==> src/rtl/gpio_port_pkg.sv <==
package gpio_port_pkg;
   // per-pin register offsets inside a 32-byte window
   localparam logic [4:0] OFS_CFG  = 5'h00;
   localparam logic [4:0] OFS_DBC  = 5'h04;
   localparam logic [4:0] OFS_IN   = 5'h08;
   localparam logic [4:0] OFS_OCTL = 5'h0C;
   localparam logic [4:0] OFS_OVAL = 5'h10;
   localparam logic [4:0] OFS_CLR  = 5'h14;
   localparam int         STATUS_ADDR = 'h104;
   localparam int         WIN_BITS    = 5;
   localparam int         PIN_BITS    = 3;

   typedef enum logic [1:0] {
      TRIG_NONE   = 2'b00,
      TRIG_LEVEL  = 2'b01,
      TRIG_SINGLE = 2'b10,
      TRIG_BOTH   = 2'b11
   } trig_e;

   // bit 0 is the LSB (en)
   typedef struct packed {
      logic  irq_en;
      logic  db_en;
      logic  pol;
      trig_e trig;
      logic  dir_out;
      logic  en;
   } pin_cfg_t;
endpackage

==> src/rtl/gpio_tick_gen.sv <==
module gpio_tick_gen #(
   parameter int TICK_DIV = 200000
) (
   input  logic clk,
   input  logic rst_n,
   output logic tick
);
   localparam int CW = (TICK_DIV > 1) ? $clog2(TICK_DIV) : 1;

   generate
      if (TICK_DIV < 1) begin : g_bad
         $error("TICK_DIV must be at least 1");
      end
      if (TICK_DIV <= 1) begin : g_every
         assign tick = rst_n;
      end else begin : g_count
         logic [CW-1:0] cnt_q;
         logic          tick_q;
         always_ff @(posedge clk or negedge rst_n) begin
            if (!rst_n) begin
               cnt_q  <= '0;
               tick_q <= 1'b0;
            end else if (cnt_q == CW'(TICK_DIV - 1)) begin
               cnt_q  <= '0;
               tick_q <= 1'b1;
            end else begin
               cnt_q  <= cnt_q + 1'b1;
               tick_q <= 1'b0;
            end
         end
         assign tick = tick_q;
      end
   endgenerate
endmodule

==> src/rtl/gpio_debounce.sv <==
module gpio_debounce #(
   parameter int DBC_W = 8
) (
   input  logic             clk,
   input  logic             rst_n,
   input  logic             tick,
   input  logic             active,
   input  logic [DBC_W-1:0] thr,
   input  logic             din,
   output logic             dout
);
   logic             held_q;
   logic [DBC_W-1:0] cnt_q;
   logic [DBC_W:0]   cnt_next;

   assign cnt_next = {1'b0, cnt_q} + 1'b1;

   always_ff @(posedge clk or negedge rst_n) begin
      if (!rst_n) begin
         held_q <= 1'b0;
         cnt_q  <= '0;
      end else if (!active) begin
         held_q <= din;
         cnt_q  <= '0;
      end else if (din == held_q) begin
         cnt_q  <= '0;
      end else if (tick) begin
         if (cnt_next >= {1'b0, thr}) begin
            held_q <= din;
            cnt_q  <= '0;
         end else begin
            cnt_q  <= cnt_next[DBC_W-1:0];
         end
      end
   end

   assign dout = active ? held_q : din;
endmodule

==> src/rtl/gpio_pin_unit.sv <==
module gpio_pin_unit
   import gpio_port_pkg::*;
#(
   parameter int SYNC_STAGES = 2,
   parameter int DBC_W       = 8
) (
   input  logic        clk,
   input  logic        rst_n,
   input  logic        tick,
   input  logic        sel_wr,
   input  logic [4:0]  ofs,
   input  logic [31:0] wdata,
   input  logic        pad_in,
   output logic        pad_out,
   output logic        pad_oe,
   output logic [31:0] rdata,
   output logic        pend,
   output logic        qual,
   output logic        db_act
);
   localparam int CFG_W = $bits(pin_cfg_t);

   pin_cfg_t         cfg_q;
   logic [DBC_W-1:0] thr_q;
   logic             float_q;
   logic             oval_q;
   logic             prev_q;
   logic             latch_q;
   logic             sync_lvl;
   logic             rise, fall, edge_hit, level_hit, clr_req, is_edge;

   generate
      if (SYNC_STAGES < 2) begin : g_bad
         $error("SYNC_STAGES must be at least 2");
      end
   endgenerate

   // synchronizer chain
   logic [SYNC_STAGES-1:0] sh_q;
   always_ff @(posedge clk or negedge rst_n) begin
      if (!rst_n) sh_q <= '0;
      else        sh_q <= {sh_q[SYNC_STAGES-2:0], pad_in};
   end
   assign sync_lvl = sh_q[SYNC_STAGES-1];

   // register file
   always_ff @(posedge clk or negedge rst_n) begin
      if (!rst_n) begin
         cfg_q   <= '0;
         thr_q   <= '0;
         float_q <= 1'b0;
         oval_q  <= 1'b0;
      end else if (sel_wr) begin
         case (ofs)
            OFS_CFG:  cfg_q   <= pin_cfg_t'(wdata[CFG_W-1:0]);
            OFS_DBC:  thr_q   <= wdata[DBC_W-1:0];
            OFS_OCTL: float_q <= wdata[0];
            OFS_OVAL: oval_q  <= wdata[0];
            default:  ;
         endcase
      end
   end

   assign db_act = cfg_q.db_en && (thr_q != '0);

   gpio_debounce #(.DBC_W(DBC_W)) u_dbc (
      .clk    (clk),
      .rst_n  (rst_n),
      .tick   (tick),
      .active (db_act),
      .thr    (thr_q),
      .din    (sync_lvl),
      .dout   (qual)
   );

   // trigger detection
   always_ff @(posedge clk or negedge rst_n) begin
      if (!rst_n) prev_q <= 1'b0;
      else        prev_q <= qual;
   end

   assign rise      = qual & ~prev_q;
   assign fall      = ~qual & prev_q;
   assign clr_req   = sel_wr && (ofs == OFS_CLR) && wdata[0];
   assign is_edge   = (cfg_q.trig == TRIG_SINGLE) || (cfg_q.trig == TRIG_BOTH);
   assign level_hit = (cfg_q.trig == TRIG_LEVEL) && (qual == cfg_q.pol);

   always_comb begin
      edge_hit = 1'b0;
      if (cfg_q.en) begin
         case (cfg_q.trig)
            TRIG_SINGLE: edge_hit = cfg_q.pol ? rise : fall;
            TRIG_BOTH:   edge_hit = rise | fall;
            default:     edge_hit = 1'b0;
         endcase
      end
   end

   always_ff @(posedge clk or negedge rst_n) begin
      if (!rst_n)       latch_q <= 1'b0;
      else if (edge_hit) latch_q <= 1'b1;
      else if (clr_req)  latch_q <= 1'b0;
   end

   assign pend = cfg_q.en && cfg_q.irq_en &&
                 (level_hit || (is_edge && latch_q));

   // pad drive
   assign pad_oe  = cfg_q.en && cfg_q.dir_out && !float_q;
   assign pad_out = oval_q;

   // read mux
   always_comb begin
      rdata = '0;
      case (ofs)
         OFS_CFG:  rdata[CFG_W-1:0] = cfg_q;
         OFS_DBC:  rdata[DBC_W-1:0] = thr_q;
         OFS_IN:   rdata[0]         = qual;
         OFS_OCTL: rdata[0]         = float_q;
         OFS_OVAL: rdata[0]         = oval_q;
         default:  rdata            = '0;
      endcase
   end
endmodule

==> src/rtl/gpio_port_ctl.sv <==
module gpio_port_ctl
   import gpio_port_pkg::*;
#(
   parameter int NUM_PINS    = 8,
   parameter int ADDR_W      = 12,
   parameter int TICK_DIV    = 200000,
   parameter int SYNC_STAGES = 2,
   parameter int DBC_W       = 8
) (
   input  logic                clk,
   input  logic                rst_n,
   input  logic                wr_en,
   input  logic                rd_en,
   input  logic [ADDR_W-1:0]   addr,
   input  logic [31:0]         wdata,
   output logic [31:0]         rd_data,
   input  logic [NUM_PINS-1:0] pad_in,
   output logic [NUM_PINS-1:0] pad_out,
   output logic [NUM_PINS-1:0] pad_oe,
   output logic                irq
);
   localparam int WIN_TOP = WIN_BITS + PIN_BITS;

   generate
      if (NUM_PINS < 1 || NUM_PINS > 8) begin : g_bad_pins
         $error("NUM_PINS must be between 1 and 8");
      end
      if (ADDR_W < 9) begin : g_bad_addr
         $error("ADDR_W must be at least 9");
      end
      if (DBC_W < 1 || DBC_W > 24) begin : g_bad_dbc
         $error("DBC_W out of range");
      end
   endgenerate

   logic                tick;
   logic                in_win;
   logic [PIN_BITS-1:0] pin_idx;
   logic [4:0]          ofs;
   logic [NUM_PINS-1:0] pend_vec;
   logic [NUM_PINS-1:0] qual_vec;
   logic [NUM_PINS-1:0] db_act_vec;
   logic [31:0]         pin_rdata [NUM_PINS];
   logic [31:0]         rd_next;

   assign in_win  = (addr[ADDR_W-1:WIN_TOP] == '0);
   assign pin_idx = addr[WIN_TOP-1:WIN_BITS];
   assign ofs     = addr[WIN_BITS-1:0];

   gpio_tick_gen #(.TICK_DIV(TICK_DIV)) u_tick (
      .clk   (clk),
      .rst_n (rst_n),
      .tick  (tick)
   );

   for (genvar p = 0; p < NUM_PINS; p++) begin : g_pin
      logic sel_wr;
      assign sel_wr = wr_en && in_win && (pin_idx == PIN_BITS'(p));

      gpio_pin_unit #(
         .SYNC_STAGES (SYNC_STAGES),
         .DBC_W       (DBC_W)
      ) u_pin (
         .clk     (clk),
         .rst_n   (rst_n),
         .tick    (tick),
         .sel_wr  (sel_wr),
         .ofs     (ofs),
         .wdata   (wdata),
         .pad_in  (pad_in[p]),
         .pad_out (pad_out[p]),
         .pad_oe  (pad_oe[p]),
         .rdata   (pin_rdata[p]),
         .pend    (pend_vec[p]),
         .qual    (qual_vec[p]),
         .db_act  (db_act_vec[p])
      );
   end

   always_comb begin
      rd_next = '0;
      if (addr == ADDR_W'(STATUS_ADDR)) begin
         rd_next[NUM_PINS-1:0] = pend_vec;
      end else if (in_win) begin
         for (int p = 0; p < NUM_PINS; p++) begin
            if (pin_idx == PIN_BITS'(p)) rd_next = pin_rdata[p];
         end
      end
   end

   always_ff @(posedge clk or negedge rst_n) begin
      if (!rst_n)     rd_data <= '0;
      else if (rd_en) rd_data <= rd_next;
   end

   assign irq = |pend_vec;
endmodule

==> config.mk <==
export PLATFORM = sky130hd
export DESIGN_NAME = gpio_port_ctl
export DESIGN_NICKNAME = d
export VERILOG_FILES = /design/src/rtl/gpio_port_pkg.sv /design/src/rtl/gpio_tick_gen.sv /design/src/rtl/gpio_debounce.sv /design/src/rtl/gpio_pin_unit.sv /design/src/rtl/gpio_port_ctl.sv
export SDC_FILE = /design/constraint.sdc
export NUM_CORES = 1
export LEC_CHECK = 0
export ABC_AREA = 0
export ABC_CLOCK_PERIOD_IN_PS = 7900
export BUFFER_PORTS_ARGS = -buffer_cell sky130_fd_sc_hd__buf_2
export CORE_MARGIN = 2
export CORE_UTILIZATION = 60
export DETAILED_ROUTE_END_ITERATION = 12
export PLACE_DENSITY_LB_ADDON = 0.05
export SYNTH_ARGS = -nofsm -noshare
export SYNTH_HDL_FRONTEND = slang
export SYNTH_SLANG_ARGS = --single-unit
==> constraint.sdc <==
create_clock -name clk -period 7.9 [get_ports clk]
set_input_delay 2.37 -clock clk [delete_from_list [all_inputs] [get_ports clk]]
set_output_delay 2.37 -clock clk [all_outputs]
set_load 0.02 [all_outputs]
# Word level (Yosys, flattened, before mapping)
# Index checks and enable logic that the tools add are counted.
op_classes:
  n_addsub: 9
  magnitude_cmp: 8
  eq_ne: 86
  mux: 149
  bitwise_logic: 40
  reduce_logical: 165
op_table:
  columns: ["operator", "n"]
  rows:
  - ["8-bit two-way mux", 34]
  - ["32-bit two-way mux", 8]
  - ["6-bit case mux with 2 select lines", 8]
  - ["1-bit logical AND", 81]
  - ["1-bit two-way mux", 81]
  - ["8-bit by 1-bit adder with 9-bit output (second input constant)", 8]
  - ["9-bit by 8-bit >= comparator with 1-bit output", 8]
  - ["2-bit AND reduction", 32]
  - ["8-bit nonzero test", 8]
  - ["1-bit case mux with 5 select lines", 8]
  - ["2-bit equality test (second input constant)", 16]
  - ["2-bit inequality test (second input constant)", 16]
  - ["24-bit two-way mux", 1]
  - ["3-bit by 2-bit inequality test with 1-bit output (second input constant)", 8]
  - ["3-bit AND reduction", 8]
  - ["18-bit by 1-bit adder with 18-bit output (second input constant)", 1]
  - ["18-bit equality test (second input constant)", 1]
  - ["18-bit two-way mux", 1]
  - ["1-bit bitwise AND", 16]
  - ["1-bit equality test", 16]
  - ["2-bit by 1-bit equality test with 1-bit output (second input constant)", 8]
  - ["1-bit logical OR", 16]
  - ["2-bit by 1-bit inequality test with 1-bit output (second input constant)", 8]
  - ["1-bit NOT", 16]
  - ["15 further kinds", 49]
totals:
  ff_bits: 291
  input_bits: 56
  wordCells: 572

# Longest topological paths before layout
depth:
  ltp_word: 14
  depth_mapped: 12

# Cells and area by module
# Synthesis repeated with hierarchy kept, for this count alone.
hier_totals:
  cells_unflattened: 2039
  hier_area_um2: 21006.4
modules_own_cells:
  columns: ["mod", "instances", "cells_each", "area_each_um2", "seq_area_each_um2"]
  rows:
  - ["gpio_pin_unit", 8, 103, 1231.2, 525.5]
  - ["gpio_debounce", 8, 80, 788.3, 225.2]
  - ["gpio_port_ctl", 1, 492, 3948.8, 800.8]
  - ["gpio_tick_gen", 1, 83, 902.1, 475.5]

# Least setup slack after synthesis
# Ideal clock, no wire load.
synth_path:
  kind: "flip-flop to output port"
  start: "register g_pin[3].u_pin.thr_q[4]"
  end: "output port irq"
  arrival_ns: 2.115
  path_slack_ns: 3.415
  path_stages_with_launch: 8
  cell_sequence: "dfrtp_1 or4_1 o21ai_2 mux2i_1 xnor2_1 o31ai_1 a32oi_1 nand4_1"
synth_between:
  elab_chain_len: 8
synth_lines:
  columns: ["item", "line_no", "source"]
  rows:
  - ["start: declaration", "gpio_pin_unit.sv:24", "logic [DBC_W-1:0] thr_q;"]
  - ["start signal: assignment", "gpio_pin_unit.sv:56", "OFS_DBC: thr_q <= wdata[DBC_W-1:0];"]
  - ["8-bit nonzero test", "gpio_pin_unit.sv:64", "assign db_act = cfg_q.db_en && (thr_q != '0);"]
  - ["1-bit logical AND", "gpio_pin_unit.sv:64", null]
  - ["1-bit two-way mux", "gpio_debounce.sv:37", "assign dout = active ? held_q : din;"]
  - ["1-bit equality test", "gpio_pin_unit.sv:86", "assign level_hit = (cfg_q.trig == TRIG_LEVEL) && (qual == cfg_q.pol);"]
  - ["1-bit logical AND", "gpio_pin_unit.sv:86", null]
  - ["1-bit logical OR", "gpio_pin_unit.sv:106", "(level_hit || (is_edge && latch_q));"]
  - ["1-bit logical AND", "gpio_pin_unit.sv:105", "assign pend = cfg_q.en && cfg_q.irq_en &&"]
  - ["8-bit OR reduction", "gpio_port_ctl.sv:96", "assign irq = |pend_vec;"]
  - ["end: declaration", "gpio_port_ctl.sv:20", "output logic irq"]
# Every way passes these cells.

# Worst setup path in the final report
layout_path:
  start: "register g_pin[3].u_pin.thr_q[0]"
  end: "output port irq"
# The elaborated chain is that of the path after synthesis.

==> flow_summary.json <==
{
  "status": "completed",
  "min_period_ns": 5.95,
  "yosys.area_share.adder_pct": 7.29,
  "wl_per_cell_um": 20.2,
  "gp_congestion": 0.941,
  "wl_mm": 39.3,
  "hpwl_mm": 26.7,
  "ios": 105,
  "cts-hold-fix-buffers": 0,
  "endpoint_kind": "primary output",
  "synthCells": 1578,
  "hp-class": "reg2reg",
  "initial_core_util_pct": 60.8,
  "grt_max_degree": 170,
  "cts_max_level": 1,
  "hold_path_depth": 0,
  "reg2reg_from": "g_pin[2].u_pin.u_dbc.cnt_q[2]",
  "synth-compound-area-share_pct": 15.7,
  "ctsResizeCount": 0,
  "ys_async_sr_fraction_pct": 100,
  "synth_top_family_by_area": "compound AO/OA/AOI/OAI gates",
  "cts_root_buf": "clkbuf_16",
  "antenna_found_initial": 0,
  "final_max_slew_viol_count": 0,
  "cts_sinks": 267,
  "rsz0062_at_grt": "no",
  "final_common_cell": "dfrtp_1",
  "diodes": 0,
  "first_pass_iters": 6,
  "pwr-share-clk_pct": 49.1,
  "internal_power_uw": 2360,
  "final_antenna_net_count": 0,
  "drt_iter0_markers": 1399,
  "hold_end": "g_pin[4].u_pin.sh_q[1]",
  "vias_per_cell": 6.20,
  "final_layout_size_suffix_gt1_share_pct": 13.6,
  "cts_made_buffers": 30,
  "reg2reg_depth": 10,
  "drv_cap": 0,
  "synthSimpleGateAreaFrac_pct": 15.1,
  "synth_xor_area_share_pct": 4.53,
  "core_area_sq_um": 25100,
  "tightest_slew_ns": 1.24,
  "num_vias": 12089,
  "seqPwrFrac_pct": 45.7,
  "synth_cell_types": 74,
  "critPathLaunchType": "register",
  "yosys_warnings": 0,
  "die_width_um": 164,
  "grt_usage_pct": 30.1,
  "max-vdd-ir-drop_uv": 175,
  "row_count": 58,
  "ctsLongestPathBuffers": 3,
  "cp.required_ns": 5.53,
  "area_growth_pct": 9.18,
  "cts_setup_buffers": 0,
  "grt_pass1_wl_mm": 63.5,
  "synth_mux_area_share_pct": 7.63,
  "slew_headroom_pct": 16.6,
  "reg2reg_to": "g_pin[2].u_pin.u_dbc.cnt_q[6]",
  "synth-main-ff-cell": "dfrtp_1",
  "syn_area_per_cell_sq_um": 9.68,
  "final_cell_mix": "dfrtp_1 (267), nand2_1 (171), o21ai_0 (106), inv_1 (103), mux2_2 (94)",
  "swShare_pct": 22.7,
  "die_area_sq_um": 26700,
  "hold_violations": 0,
  "syn-cell-area_sq_um": 15300,
  "setup_viol": 0,
  "cp_data_arrival_time_ns": 3.58,
  "post-route-util_pct": 66.4,
  "finalNetCount": 1743,
  "fmax_ghz": 0.168,
  "drc_errors": 0,
  "synth_edf_count": 0,
  "clk_pin_slew_ns": 0.06,
  "die_h_um": 164,
  "grt-ovfl-total": 0,
  "holdWs_ns": 0.349,
  "cp_max_fo": 6,
  "fin_worst_skew_ns": 0.0114,
  "grt_pass1_vias": 11616,
  "p_sw_uw": 695,
  "leakage_uw": 0.00817,
  "ys_seq_elements": 267,
  "period_share_pct": 75.3,
  "p_per_area_nw_per_um2": 183,
  "r2r_setup_slack_ns": 4.73,
  "comb_power_share_pct": 5.2,
  "critical_path_class": "reg2out",
  "yosysSeqAreaShare_pct": 43.7,
  "clk-insertion-delay-late_ns": 0.56,
  "fin_setup_tns_ns": 0,
  "min_from": "g_pin[4].u_pin.sh_q[0]",
  "portBuffers": 56,
  "tritoncts": "done"
}
through the flow:
step / std cells / power (uW) / worst slack (ns) / instance area (sq um)
6_report: 1951 / 3060 / 1.95 / 16700
5_1_grt: 1951 / 3150 / 1.74 / 16700
4_1_cts: 1951 / 3070 / 2.03 / 16700
3_5_place_dp: 1896 / 1580 / 2.37 / 15600
3_3_place_gp: 1896 / 1570 / 2.38 / 15600
2_1_floorplan: 1601 / 1510 / 3.41 / 15400
area by class of cell:
cell class,count,area (sq um)
inverter,103,387
clock buffer,47,936
tap,330,413
multi-input combinational,1134,7770
fill,1991,8430
clock inverter,8,144
timing repair buffer,62,348
sequential,267,6680
power by group through the flow:
stage | Clock [uW] | Combinational, uW | Sequential (uW)
after CTS | 1520 | 159 | 1390
after floorplan | 0 | 89.5 | 1420
final | 1500 | 159 | 1400
after global routing | 1580 | 176 | 1400
after detailed placement | 0 | 157 | 1420
after global placement | 0 | 156 | 1420
cell families (layout without fill, tap and decap cells):
kind of cell / after synthesis / in the layout
flip-flops: 267 / 267
XOR/XNOR: 79 / 79
AO/OA/AOI/OAI: 362 / 362
other: 1 / 24
adder cells (fa/ha/maj): 89 / 89
buffers and inverters: 200 / 220
AND/OR/NAND/NOR: 477 / 477
multiplexers: 103 / 103
metal layers:
metal  global-route usage [%]  part of all wire, %
met1                     43.4                   45
met2                     47.1                   45
met3                     4.82                  7.1
met4                     8.97                  3.3
met5                        0                    0
cell usage after synthesis, drive strengths merged (21+ instances only):
library cell  instances  share of area (%)
ha                   89                7.3
inv                 103                2.5
xnor2                45                2.6
clkbuf               45                1.1
dfrtp               267                 44
nand2               171                4.2
nand2b               24               0.98
nand3                61                2.0
buf                  52                2.3
nand4                21               0.86
mux2                 94                6.9
a22o                 29                1.7
and3                 27                1.1
nor2                 92                2.3
o21ai               118                4.0
a31oi                32                1.3
xor2                 34                1.9
a21oi                51                1.7
worst max-delay path, stage by stage, from the launching register on:
cell and delay, ns:
dfrtp_1 0.43, or4_1 0.55, o21ai_2 0.29, mux2i_1 0.54
xnor2_1 0.13, o31ai_1 0.61, a32oi_1 0.13, nand4_1 0.15
buf_2 0.19
registers in the layout, indices dropped and copies added, names as in the netlist, 16 cells and up:
| name | flops |
|---|---|
| g_pin.u_pin.thr_q | 64 |
| g_pin.u_pin.u_dbc.cnt_q | 64 |
| g_pin.u_pin.sh_q | 16 |
| u_tick.g_count.cnt_q | 18 |
| g_pin.u_pin.cfg_q | 56 |
worst max-delay path by stage:
stage,cells past startpoint,slack (ns),startpoint,end
2_1_floorplan,7,3.41,g_pin[3].u_pin.thr_q[4],irq
3_5_place_dp,9,2.37,addr[1],rd_data[0]
5_1_grt,8,1.74,g_pin[3].u_pin.thr_q[0],irq
3_3_place_gp,9,2.38,addr[1],rd_data[0]
4_1_cts,8,2.03,g_pin[3].u_pin.thr_q[0],irq
6_report,8,1.95,g_pin[3].u_pin.thr_q[0],irq
No activity file was read; power rests on OpenSTA's default activity.
